File: config.mk
export PLATFORM = sky130hd
export DESIGN_NAME = exc_entry_seq
export DESIGN_NICKNAME = d
export VERILOG_FILES = /design/src/rtl/exc_entry_pkg.sv /design/src/rtl/exc_vec_addr.sv /design/src/rtl/exc_mem_req.sv /design/src/rtl/exc_entry_seq.sv
export SDC_FILE = /design/constraint.sdc
export NUM_CORES = 1
export LEC_CHECK = 0
export BUFFER_PORTS_ARGS = -buffer_cell sky130_fd_sc_hd__buf_2
export CORE_ASPECT_RATIO = 0.9
export CORE_MARGIN = 1
export CORE_UTILIZATION = 48
export DETAILED_ROUTE_END_ITERATION = 6
export HOLD_SLACK_MARGIN = 0.15
export PLACE_DENSITY = 0.77
export SYNTH_ARGS = -nofsm -noshare
export SYNTH_HDL_FRONTEND = slang
export SYNTH_HIERARCHICAL = 1
export SYNTH_SLANG_ARGS = --single-unit
File: constraint.sdc
create_clock -name clk -period 2.5 [get_ports clk]
set_input_delay 0 -clock clk [delete_from_list [all_inputs] [get_ports clk]]
set_output_delay 0 -clock clk [all_outputs]
set_load 0.1 [all_outputs]
File: src/rtl/exc_entry_pkg.sv
package exc_entry_pkg;
    typedef enum logic [2:0] {
        ST_IDLE = 3'd0,
        ST_VEC  = 3'd1,
        ST_PS   = 3'd2,
        ST_PC   = 3'd3,
        ST_CHK  = 3'd4
    } seq_state_e;
endpackage

File: src/rtl/exc_vec_addr.sv
module exc_vec_addr #(
    parameter int unsigned XLEN  = 32,
    parameter int unsigned VEC_W = 8
) (
    input  logic [XLEN-1:0]  tbr,
    input  logic [VEC_W-1:0] vec,
    output logic [XLEN-1:0]  addr
);
    // highest table entry sits at base + (entries-1)*4; entry n counts down from it
    localparam int unsigned TOP_OFS = ((2 ** VEC_W) - 1) * 4;

    logic [XLEN-1:0] scaled;

    always_comb begin
        scaled = XLEN'({vec, 2'b00});
        addr   = tbr + XLEN'(TOP_OFS) - scaled;
    end
endmodule

File: src/rtl/exc_mem_req.sv
module exc_mem_req
    import exc_entry_pkg::*;
#(
    parameter int unsigned XLEN = 32
) (
    input  seq_state_e      st,
    input  logic [XLEN-1:0] vec_addr,
    input  logic [XLEN-1:0] ssp,
    input  logic [XLEN-1:0] ps_sv,
    input  logic [XLEN-1:0] pc_sv,
    output logic            valid,
    output logic            we,
    output logic [XLEN-1:0] addr,
    output logic [XLEN-1:0] wdata
);
    localparam logic [XLEN-1:0] WORD = XLEN'(4);

    always_comb begin
        valid = 1'b0;
        we    = 1'b0;
        addr  = '0;
        wdata = '0;
        unique case (st)
            ST_VEC: begin
                valid = 1'b1;
                addr  = vec_addr;
            end
            ST_PS: begin
                valid = 1'b1;
                we    = 1'b1;
                addr  = ssp - WORD;
                wdata = ps_sv;
            end
            ST_PC: begin
                valid = 1'b1;
                we    = 1'b1;
                addr  = ssp - WORD;
                wdata = pc_sv;
            end
            default: ;
        endcase
    end
endmodule

File: src/rtl/exc_entry_seq.sv
module exc_entry_seq
    import exc_entry_pkg::*;
#(
    parameter int unsigned XLEN  = 32,
    parameter int unsigned VEC_W = 8
) (
    input  logic             clk,
    input  logic             rst,
    input  logic             evt_req,
    input  logic [VEC_W-1:0] evt_vec,
    input  logic [XLEN-1:0]  cur_pc,
    input  logic [XLEN-1:0]  cur_ps,
    input  logic [XLEN-1:0]  tbr,
    input  logic [XLEN-1:0]  ssp_in,
    output logic             mem_valid,
    output logic             mem_we,
    output logic [XLEN-1:0]  mem_addr,
    output logic [XLEN-1:0]  mem_wdata,
    input  logic             mem_ready,
    input  logic [XLEN-1:0]  mem_rdata,
    output logic [XLEN-1:0]  new_pc,
    output logic             pc_load,
    output logic [XLEN-1:0]  ssp_out,
    output logic             fetch_stall,
    output logic             kill,
    output logic             done
);
    localparam logic [XLEN-1:0] WORD = XLEN'(4);

    typedef struct packed {
        seq_state_e       st;
        logic [VEC_W-1:0] vec;
        logic [XLEN-1:0]  tbr;
        logic [XLEN-1:0]  ssp;
        logic [XLEN-1:0]  pc_sv;
        logic [XLEN-1:0]  ps_sv;
        logic [XLEN-1:0]  hpc;
        logic             pc_load;
        logic             kill;
        logic             done;
    } seq_regs_t;

    seq_regs_t       r_d, r_q;
    logic [XLEN-1:0] vec_addr;
    logic            hs;

    exc_vec_addr #(.XLEN(XLEN), .VEC_W(VEC_W)) i_vec_addr (
        .tbr  (r_q.tbr),
        .vec  (r_q.vec),
        .addr (vec_addr)
    );

    exc_mem_req #(.XLEN(XLEN)) i_mem_req (
        .st       (r_q.st),
        .vec_addr (vec_addr),
        .ssp      (r_q.ssp),
        .ps_sv    (r_q.ps_sv),
        .pc_sv    (r_q.pc_sv),
        .valid    (mem_valid),
        .we       (mem_we),
        .addr     (mem_addr),
        .wdata    (mem_wdata)
    );

    assign hs = mem_valid && mem_ready;

    always_comb begin
        r_d         = r_q;
        r_d.pc_load = 1'b0;
        r_d.kill    = 1'b0;
        r_d.done    = 1'b0;
        unique case (r_q.st)
            ST_IDLE: begin
                if (evt_req) begin
                    r_d.st    = ST_VEC;
                    r_d.vec   = evt_vec;
                    r_d.tbr   = tbr;
                    r_d.ssp   = ssp_in;
                    r_d.pc_sv = cur_pc;
                    r_d.ps_sv = cur_ps;
                    r_d.kill  = 1'b1;
                end
            end
            ST_VEC: begin
                if (hs) begin
                    r_d.hpc     = mem_rdata;
                    r_d.pc_load = 1'b1;
                    r_d.st      = ST_PS;
                end
            end
            ST_PS: begin
                if (hs) begin
                    r_d.ssp = r_q.ssp - WORD;
                    r_d.st  = ST_PC;
                end
            end
            ST_PC: begin
                if (hs) begin
                    r_d.ssp = r_q.ssp - WORD;
                    r_d.st  = ST_CHK;
                end
            end
            ST_CHK: begin
                if (evt_req) begin
                    // nested entry: handler never ran, so its address is the resume point
                    r_d.st    = ST_VEC;
                    r_d.vec   = evt_vec;
                    r_d.tbr   = tbr;
                    r_d.pc_sv = r_q.hpc;
                    r_d.ps_sv = cur_ps;
                end else begin
                    r_d.st   = ST_IDLE;
                    r_d.done = 1'b1;
                end
            end
            default: r_d.st = ST_IDLE;
        endcase
    end

    always_ff @(posedge clk) begin
        if (rst) begin
            r_q <= '{st: ST_IDLE, default: '0};
        end else begin
            r_q <= r_d;
        end
    end

    assign new_pc      = r_q.hpc;
    assign pc_load     = r_q.pc_load;
    assign ssp_out     = r_q.ssp;
    assign fetch_stall = (r_q.st != ST_IDLE);
    assign kill        = r_q.kill;
    assign done        = r_q.done;
endmodule

After elaboration in Yosys (flattened, before gate mapping)
Cells that the tools add are included.
{"block": "totals", "reg_bits": 174, "output_inout_bits": 134, "word_cells": 59}
{"block": "classes", "eq_ne": 10, "bitwise_logic": 3, "muxes": 19, "reduce_logical": 14, "n_addsub": 3}
{"op": "$pmux 32 s2", "n": 3}
{"op": "$mux 139", "n": 1}
{"op": "$pmux 64 s2", "n": 1}
{"op": "$pmux 40 s2", "n": 1}
{"op": "$mux 64", "n": 1}
{"op": "$mux 40", "n": 1}
{"op": "$add 32x10->32 const B", "n": 1}
{"op": "$mux 32", "n": 1}
{"op": "$sub 32x10->32", "n": 1}
{"op": "$sub 32x3->32 const B", "n": 1}
{"op": "$pmux 3 s5", "n": 1}
{"op": "$ne 2x2->1 const B", "n": 5}
{"op": "$mux 3", "n": 3}
{"op": "$reduce_or 2->1", "n": 4}
{"op": "$eq 3x2->1 const B", "n": 2}
{"op": "$mux 1", "n": 6}
{"op": "$reduce_and 3->1", "n": 2}
{"op": "$reduce_and 4->1", "n": 1}
{"op": "$reduce_bool 2->1", "n": 2}
{"op": "$eq 3x1->1 const B", "n": 1}
{"op": "$eq 3x3->1 const B", "n": 1}
{"op": "$logic_not 3->1", "n": 1}
{"op": "$not 1->1", "n": 3}
{"op": "$reduce_bool 3->1", "n": 1}
{"op": "4 further kinds", "n": 4}

Logic depth before layout (Yosys ltp)
Gate-level depths: netlist (run 1).
{"block": "depth", "depth_word": 6, "ltp_mapped": 13}

By module
Netlist (run 1), hierarchy kept.
{"module": "exc_entry_seq", "cells_each": 959, "area_per_inst_um2": 7523.5, "n_inst": 1}
{"module": "exc_vec_addr", "cells_each": 276, "area_per_inst_um2": 1889.3, "n_inst": 1}
{"module": "exc_mem_req", "cells_each": 231, "area_per_inst_um2": 1437.6, "n_inst": 1}

Worst setup path before layout (run 1)
No wires, ideal clock.
{"block": "synth_timing", "path_type": "register -> output", "start": "register r_q[138] (netlist bit)", "end": "output port mem_addr[18]", "arrival_ns": 3.325, "slack_ns": -0.825, "t_required_ns": 2.500, "path_buffers": 0, "path_stages_with_launch": 14, "path_cell_list": "dfxtp_1 > inv_1 > ha_1 > inv_1 > ha_1 > a211oi_1 > o21bai_1 > o31a_1 > a22o_1 > or2_4 > a41oi_2 > xnor2_1 > nand2_1 > o21ai_1"}
{"block": "synth_via", "elab_chain_cells": 3}
{"element": "from (decl)", "line": "exc_entry_seq.sv:43", "text": "seq_regs_t r_d, r_q;"}
{"element": "from (signal assigned)", "line": "exc_entry_seq.sv:124", "text": "r_q <= r_d;"}
{"element": "$add 32x10->32", "line": "exc_vec_addr.sv:16", "text": "addr = tbr + XLEN'(TOP_OFS) - scaled;"}
{"element": "$sub 32x10->32", "line": "exc_vec_addr.sv:16"}
{"element": "via vec_addr[18]", "line": "exc_entry_seq.sv:44", "text": "logic [XLEN-1:0] vec_addr;"}
{"element": "$pmux 32 s2", "line": "exc_mem_req.sv:23", "text": "unique case (st)"}
{"element": "to (decl)", "line": "exc_entry_seq.sv:17", "text": "output logic [XLEN-1:0] mem_addr,"}
The timed path passes the listed nets, and every way through them passes these cells.

Final worst setup path (run 1)
{"block": "layout_timing", "start": "register r_q[139] (netlist bit)", "end": "output port mem_addr[28]"}
Same word-level chain as after synthesis.

==> flow_summary_export.csv, run 1 <==
group,metric,value,unit
routing,drt-total-wl,44.70,mm
floorplan,core,0.02189,mm^2
yosys,ys_async_sr_fraction,0,%
worst_setup_path,crit_arrival,3.22,ns
worst_hold_path,hold_depth,4,
global_route,grt_pass1_vias,12341,
worst_setup_path,rr_endpoint,"ssp_out[30]",
routing,wl_met2,21.34,mm
layout,finalInstanceArea,0.01634,mm^2
place,placed_area,0.01337,mm^2
global_route,grt_usage,36.56,%
pwr,powerDensity,681.9,mW/mm^2
clocking,clk_path_buf_depth,2,
yosys,ys_top_cells_by_area,"dfxtp_1, nand2_1, a21oi_1",
yosys,synth_top_area_share,32.10,%
floorplan,dieHeight,144.6,um
layout,final_cells,2240,
yosys,synth_area_leader_cell,"dfxtp_1",
layout,fin_util,74.64,%
worst_setup_path,r2r_cells,7,
yosys,synth_edf_count,0,
routing,wl_met1,17.26,mm
worst_setup_path,r2r_setup_slack,0.09,ns
yosys,synthesis.area,0.01085,mm^2
timing,slew_headroom,23.52,%
yosys,synth-seq-cells,174,
routing,wl_per_cell,19.96,um
worst_setup_path,crit_type,"reg -> out",
layout,fill_cells,1513,
routing,ant_nets,0,
worst_hold_path,min_to,"r_q[52]",
clocking,cts_tree,"done",
run,drv_cap,0,
yosys,ys_warn_count,6,
worst_setup_path,endpoint_kind,"output port",
place,dp_hpwl,27.52,mm
clocking,cts_sinks,174,
worst_hold_path,hp-start,"cur_ps[17]",
worst_setup_path,crit_fanout,3,
outcome,violations,"setup timing",
worst_setup_path,critPathLaunchType,"flip-flop",
pwr,totalPowerFinal,11.14,mW
timing,setup_tns,-15.01,ns
timing,max_freq,0.3107,GHz
routing,drtPass1Iterations,5,
routing,num_vias,13114,
timing,finalHoldViolations,0,
clocking,cts_root_buf,"clkbuf_16",
yosys,synth_nets,1678,
routing,drtIter0Drc,1238,
yosys,synth.distinct_cells,74,
layout,area_growth,50.55,%
timing,tightest_slew,1.141,ns
worst_hold_path,holdCritPathClass,"in -> reg",
routing,dr_wl_met3,4.257,mm
clocking,path_clk_slew,0.08,ns
floorplan,pin_count,306,
timing,post-route-period-util,128.7,%
layout,layout-drive-gt1-share,30.39,%
floorplan,die_x,160.5,um
place,pre_cts_slack,-0.2631,ns
outcome,status,"finished with violations",
routing,drc,0,
floorplan,num_rows,51,
clocking,cts_max_level,4,
yosys,syn_inst,1466,
place,place_congestion,0.9837,
timing,setup_violations,28,
global_route,grt_pass1_wl,66.45,mm
clocking,numCtsBuffers,17,
yosys,ys_top_cells_by_count,"nand2_1, a21oi_1, dfxtp_1",
place,dp.cells,2006,
global_route,grt_antenna_before_repair,1,
timing,whs,0.3369,ns
timing,final.setup.worst_slack,-0.7181,ns
layout,final_nets,2147,
worst_setup_path,r2r-start,"ssp_out[3]",
global_route,grt_overflow,0,
routing,viasPerCell,5.854,
pwr,ir_drop,0.5581,mV
timing,period_minus_slack,3.218,ns
timing,rsz0062_at_grt,"yes",
yosys,ys_seq_area_share,32.10,%
routing,top_layer,"met4",
clocking,insertion_delay,0.44,ns
global_route,grt_max_degree,105,
pwr,cellLeakagePower,7.015,nW
yosys,synth-main-ff-cell,"dfxtp_1",
worst_setup_path,cp.required,2.50,ns
place,port_buffers,305,
floorplan,start_util,49.57,%
timing,fin_skew,0.01435,ns
yosys,synth.avg_cell_area,7.401,um^2
yosys,synthMostInstantiatedCell,"nand2_1",
floorplan,die-area,0.02321,mm^2
timing,final_max_slew_viol_count,0,
## cell usage in the layout, fill, tap and decap left out, types with 14 or more instances in the layout
master,n
mux2i_1,36
a21oi_1,169
clkbuf_16,17
a21o_1,18
buf_6,15
ha_4,14
nor3_1,23
buf_2,276
nand3_1,16
dlygate4sd3_1,180
nand2_1,320
xor2_1,16
o221ai_1,33
buf_4,103
nor2_1,85
dfxtp_1,163
xnor2_1,36
o21ai_2,16
inv_1,48
buf_12,32
o21ai_0,32
ha_1,25
## flip-flops by register name, summed over array words and instances (netlist names)
signal,cells
r_q,107
new_pc,32
ssp_out,32
done,1
kill,1
pc_load,1
## routing by layer
metal | up-vias | track usage, %
met1 | 6125 | 44.57
met4 | 0 | 16.19
met3 | 141 | 8.345
met5 | - | 0
li1 | 5980 | -
met2 | 868 | 61.72
## worst max path at each step
stage / from / end / slack [ns] / depth (start not counted)
after detailed placement: r_q[138] / mem_addr[18] / -0.26 / 14
after CTS: r_q[133] / mem_addr[18] / -0.69 / 14
final: r_q[139] / mem_addr[28] / -0.72 / 14
after global routing: r_q[168] / mem_addr[18] / -0.84 / 13
after floorplan: r_q[173] / mem_addr[4] / -0.49 / 4
after global placement: r_q[133] / mem_addr[18] / -0.21 / 14
## what timing repair did
| item | 4_1_cts | 5_1_grt |
|---|---|---|
| cloned | 0 | 1 |
| pin swaps | 31 | 37 |
| hold endpoints to repair | 171 | 0 |
| hold buffers | 180 | 0 |
| setup buffers | 5 | 17 |
| setup endpoints to repair | 29 | 37 |
| resized for setup | 41 | 51 |
## logic make-up after synthesis
family	count (synthesis)	synth area share [%]
compound gates	395	22.69
buf+inv	219	9.882
flops	174	32.10
mux	36	3.321
xor+xnor	54	4.359
fa+ha+maj	40	4.613
simple gates	548	23.03
## worst max-delay path: stages, from the launching register on
cell	delay [ns]
dfxtp_2	0.35
inv_2	0.06
ha_4	0.27
inv_4	0.04
ha_4	0.24
o21ai_0	0.18
o21bai_1	0.13
o31a_1	0.35
a22o_1	0.22
or2_4	0.28
a21oi_2	0.16
xnor2_1	0.14
nand2_1	0.08
o21ai_2	0.09
buf_12	0.20
## where the power goes
group	switching, mW	internal, mW
Sequential	0.188	2.95
Clock	1.40	1.35
Combinational	3.22	2.03
## area by class of cell
type	count	area [um^2]	area share (%)
diodes	1	2.502	0.01532
repair buffers	607	4780	29.26
well taps	291	364.1	2.229
flip-flops and latches	174	3500	21.42
inverters	62	241.5	1.478
multi-input cells	1073	6847	41.91
clock inverters	14	172.7	1.057
clock buffers	18	429.2	2.627
(Power assumes the default switching activity.)
==> run 2: changes to the inputs <==
Settings changed: CAP_MARGIN set to 20, SETUP_SLACK_MARGIN set to 0.05.
==> run 2 against run 1 <==
  * The flow still finishes with violations (setup timing)
  * Worst hold slack improved by 0.0039 ns
  * Count of clock-buffer cells in the layout unchanged
  * Worst setup slack lost 0.059 ns
  * Via count decreased by 0.27%
  * Flip-flop and latch count unchanged
  * Sequential power about the same
  * Wire length shrank 0.19%
  * Die area is the same
  * Sequential share of layout area grew 0.26 points
  * First-iteration DRC count increased by 1.1%
  * Largest cell class unchanged
==> flow_summary_export.csv, run 2 (synthesis gave the netlist of run 1 again) <==
group,metric,value,unit
outcome,status,"finished with violations",
outcome,violations,"setup timing",
global_route,grt_overflow,0,
clocking,cts_root_buf,"clkbuf_16",
global_route,grt_usage,37.09,%
floorplan,die_x,160.5,um
routing,drtIter0Drc,1252,
worst_setup_path,crit_start,"r_q[139]",
pwr,ir_drop,0.4404,mV
run,drv_cap,0,
routing,drtPass1Iterations,6,
worst_setup_path,crit_fanout,6,
floorplan,start_util,49.57,%
clocking,cts_sinks,174,
worst_setup_path,r2r-start,"r_q[173]",
pwr,cellLeakagePower,6.905,nW
clocking,clk_path_buf_depth,2,
timing,final.setup.worst_slack,-0.7767,ns
worst_setup_path,crit_end,"mem_addr[27]",
timing,setup_violations,27,
routing,wl_per_cell,20.06,um
clocking,cts_tree,"done",
routing,viasPerCell,5.880,
timing,slew_headroom,26.97,%
worst_setup_path,r2r_setup_slack,0.19,ns
routing,drt-total-wl,44.62,mm
worst_setup_path,crit_type,"reg -> out",
worst_setup_path,crit_arrival,3.28,ns
floorplan,die-area,0.02321,mm^2
layout,top_register,"r_q",
place,port_buffers,305,
layout,final_common_cell,"nand2_1",
place,place_congestion,0.9571,
timing,tightest_slew,1.095,ns
clocking,cts_max_level,4,
worst_hold_path,hp-start,"cur_ps[2]",
worst_setup_path,r2r_cells,6,
place,placed_area,0.01339,mm^2
timing,rsz0062_at_grt,"yes",
place,dp_hpwl,27.72,mm
layout,layout-drive-gt1-share,30.59,%
timing,max_freq,0.3052,GHz
layout,largest_reg_flops,107,
routing,ant_nets,0,
timing,post-route-period-util,131.1,%
pwr,powerDensity,689.8,mW/mm^2
clocking,path_clk_slew,0.08,ns
timing,period_minus_slack,3.277,ns
layout,final_nets,2131,
routing,num_vias,13078,
layout,area_growth,48.63,%
routing,drc,0,
worst_setup_path,cp.required,2.50,ns
worst_hold_path,holdCritPathClass,"in -> reg",
timing,finalHoldViolations,0,
global_route,grt_pass1_wl,67.51,mm
timing,fin_skew,0.01917,ns
global_route,grt_pass1_vias,12575,
layout,final_cell_mix,"nand2_1, buf_2, dlygate4sd3_1",
timing,whs,0.3407,ns
floorplan,num_rows,51,
layout,finalInstanceArea,0.01613,mm^2
place,pre_cts_slack,-0.2555,ns
worst_setup_path,critPathLaunchType,"flip-flop",
floorplan,core,0.02189,mm^2
floorplan,dieHeight,144.6,um
global_route,grt_max_degree,105,
timing,final_max_slew_viol_count,0,
worst_setup_path,rr_endpoint,"ssp_out[26]",
worst_setup_path,endpoint_kind,"output port",
global_route,grt_antenna_before_repair,1,
clocking,insertion_delay,0.45,ns
floorplan,pin_count,306,
clocking,numCtsBuffers,17,
run 2: routing by layer:
metal | routed length, um | part of all wire [%] | track usage (%)
met5 | 0 | 0 | 0
met4 | 2099 | 4.7 | 18.80
met3 | 3983 | 8.9 | 6.510
met2 | 21130 | 47 | 62.86
met1 | 17400 | 39 | 45.43
run 2: report_power, final:
group	internal, mW	switching [mW]
Combinational	2.00	3.23
Clock	1.35	1.40
Sequential	2.95	0.187
Total	6.30	4.82
run 2: worst min-delay path by stage:
| stage | to | slack (ns) | cells past startpoint |
|---|---|---|---|
| floorplan | done | 0.08 | 1 |
| global placement | done | 0.23 | 2 |
| detailed placement | done | 0.23 | 2 |
| CTS | done | 0.30 | 3 |
| global route | done | 0.34 | 3 |
| finish | r_q[37] | 0.34 | 4 |
run 2: area by class of cell:
type,instances,area [um^2]
Antenna cell,1,2.502
Inverter,62,239.0
Timing Repair Buffer,591,4582
Fill cell,1525,5761
Clock inverter,14,167.7
Multi-Input combinational cell,1073,6845
Tap cell,291,364.1
Clock buffer,18,429.2
Sequential cell,174,3497
run 2: timing repair:
item	in CTS	in global routing
hold buffers	172	0
hold endpoints to repair	171	0
buffers inserted	6	7
pin swaps	35	23
gates resized for setup	50	30
setup endpoints to repair	29	31
run 2: critical path, cell delays in order, from the launching register on:
cell and delay, ns:
dfxtp_2 0.34, inv_2 0.05, ha_4 0.27, inv_2 0.04, ha_4 0.29, nand4_1 0.22
o22ai_2 0.22, a21oi_4 0.06, buf_6 0.13, o31ai_4 0.24, o21a_2 0.22, a41oi_2 0.12
xnor2_1 0.20, nand2_1 0.11, o21ai_4 0.11, buf_12 0.20
run 2: per-stage QoR:
stage / cells / utilization (%) / total power [mW] / setup TNS [ns]
finish: 2224 / 73.68 / 11.12 / -15.58
global route: 2224 / 73.68 / 11.51 / -18.41
CTS: 2218 / 72.90 / 10.83 / -13.51
detailed placement: 2009 / 61.18 / 7.768 / -2.574
global placement: 2009 / 61.18 / 7.711 / -1.514
floorplan: 1466 / - / 6.344 / -3.391
==> run 3: changes to the inputs <==
Settings changed: CELL_PAD_IN_SITES_DETAIL_PLACEMENT set to 1, CELL_PAD_IN_SITES_GLOBAL_PLACEMENT set to 1, CORE_UTILIZATION 48 to 34, PLACE_DENSITY 0.77 to not set, PLACE_DENSITY_LB_ADDON set to 0.1.
==> run 3 against run 2 <==
  * The run still ends with setup timing left
  * Utilization is 21 points lower
  * Critical path depth stayed put
  * Final cell count is 6.3% higher
  * Wire length is 3.9% higher
  * Highest routed layer is now met5
  * Worst hold slack better by 0.0014 ns
  * Combinational power is 2% higher
==> flow_summary_export.csv, run 3 (synthesis gave the netlist of run 1 again) <==
group,metric,value,unit
global_route,grt_pass1_wl,71.17,mm
place,place_congestion,0.8893,
timing,max_freq,0.3085,GHz
global_route,grt_antenna_before_repair,4,
global_route,grt_usage,27.87,%
layout,final_nets,2151,
worst_hold_path,holdCritPathClass,"in -> reg",
timing,post-route-period-util,129.7,%
routing,drtPass1Iterations,5,
worst_setup_path,crit_fanout,3,
routing,drc,0,
layout,fin_util,53.16,%
worst_setup_path,crit_arrival,3.24,ns
place,dp.cells,2146,
pwr,cellLeakagePower,7.057,nW
layout,top_register,"r_q",
clocking,cts_tree,"done",
timing,final.setup.worst_slack,-0.7418,ns
floorplan,die-area,0.03263,mm^2
clocking,numCtsBuffers,17,
layout,final_common_cell,"nand2_1",
place,port_buffers,305,
clocking,clk_path_buf_depth,2,
layout,layout-drive-gt1-share,31.21,%
routing,drtIter0Drc,580,
routing,num_vias,12446,
worst_setup_path,crit_type,"reg -> out",
outcome,violations,"setup timing",
clocking,cts_max_level,4,
floorplan,num_rows,61,
layout,area_growth,52.56,%
timing,finalHoldViolations,0,
routing,ant_nets,0,
floorplan,core,0.03114,mm^2
layout,final_cell_mix,"nand2_1, buf_2, dlygate4sd3_1",
worst_setup_path,critPathLaunchType,"flip-flop",
floorplan,dieHeight,171.5,um
place,dp_hpwl,31.71,mm
global_route,grt_pass1_vias,12824,
pwr,ir_drop,0.5243,mV
clocking,path_clk_slew,0.08,ns
routing,wl_per_cell,19.61,um
worst_setup_path,cp.required,2.50,ns
routing,viasPerCell,5.267,
worst_setup_path,endpoint_kind,"output port",
layout,multi_input_area,0.006895,mm^2
clocking,cts_sinks,174,
timing,setup_violations,26,
timing,slew_headroom,38.03,%
timing,final_max_slew_viol_count,0,
floorplan,start_util,34.84,%
clocking,cts_root_buf,"clkbuf_16",
floorplan,die_x,190.3,um
global_route,grt_max_degree,105,
clocking,insertion_delay,0.45,ns
timing,tightest_slew,0.9295,ns
timing,rsz0062_at_grt,"yes",
global_route,grt_overflow,0,
run,drv_cap,0,
routing,drt-total-wl,46.34,mm
layout,largest_reg_flops,107,
pwr,powerDensity,681.5,mW/mm^2
layout,final_cells,2363,
layout,fill_cells,3786,
outcome,status,"finished with violations",
timing,fin_skew,0.01095,ns
layout,seqCellArea,0.003497,mm^2
floorplan,pin_count,306,
timing,period_minus_slack,3.242,ns
-- run 3: metal layers --
metal / GRT usage (%) / up-vias / share of wire [%]
met1: 34.19 / 6070 / 43
met2: 49.58 / 340 / 50
met3: 5.713 / 49 / 5.3
li1: - / 5985 / -
met5: 0 / - / 0.037
met4: 6.643 / 2 / 1.6
-- run 3: timing repair --
item / CTS / global route
endpoints found under the hold margin: 172 / 0
pin swaps: 30 / 32
hold buffers: 171 / 0
setup endpoints to repair: 29 / 30
resized for setup: 41 / 47
buffers inserted: 6 / 9
-- run 3: final timing paths --
kind | start | to | slack, ns | cells after the start
max | r_q[138] | mem_addr[27] | -0.74 | 15
min | tbr[19] | r_q[150] | 0.34 | 4
max reg2reg | ssp_out[3] | ssp_out[28] | 0.29 | 8
min reg2reg | r_q[135] | r_q[135] | 0.46 | 2
-- run 3: metrics by stage --
stage          area, um^2  hold WS [ns]  worst slack, ns  total power [mW]  setup TNS (ns)
3_3_place_gp        13710        0.2360          -0.2314             7.840          -1.705
6_report            16550        0.3422          -0.7418             11.28          -13.13
3_5_place_dp        13710        0.2374          -0.2807             7.896          -2.607
5_1_grt             16550        0.3364          -0.8444             11.79          -16.72
4_1_cts             16250        0.2951          -0.7112             11.06          -13.80
2_1_floorplan       11110       0.07615          -0.4889             6.344          -3.391
-- run 3: report_power, final --
part	switching, mW	leakage (nW)	internal [mW]
clock	1.33	0.281	1.46
sequential	0.177	1.43	2.95
combinational	3.26	5.35	2.10
-- run 3: critical path, stage by stage, from the launching register on --
cell and delay (ns):
dfxtp_2 0.35, inv_2 0.05, ha_4 0.27, inv_4 0.03
ha_4 0.27, buf_6 0.10, and4_4 0.22, and3_4 0.19
a21oi_4 0.08, o31ai_4 0.23, o21a_2 0.24, a41oi_2 0.11
xnor2_1 0.22, nand2_1 0.12, o21ai_4 0.11, buf_12 0.20
-- run 3: layout make-up --
type | instances | share of cell area [%]
Clock inverter | 11 | 0.7559
Inverter | 62 | 1.459
Antenna cell | 3 | 0.04535
Timing Repair Buffer | 611 | 29.11
Tap cell | 409 | 3.091
Clock buffer | 20 | 2.759
Multi-Input combinational cell | 1073 | 41.66
Sequential cell | 174 | 21.13
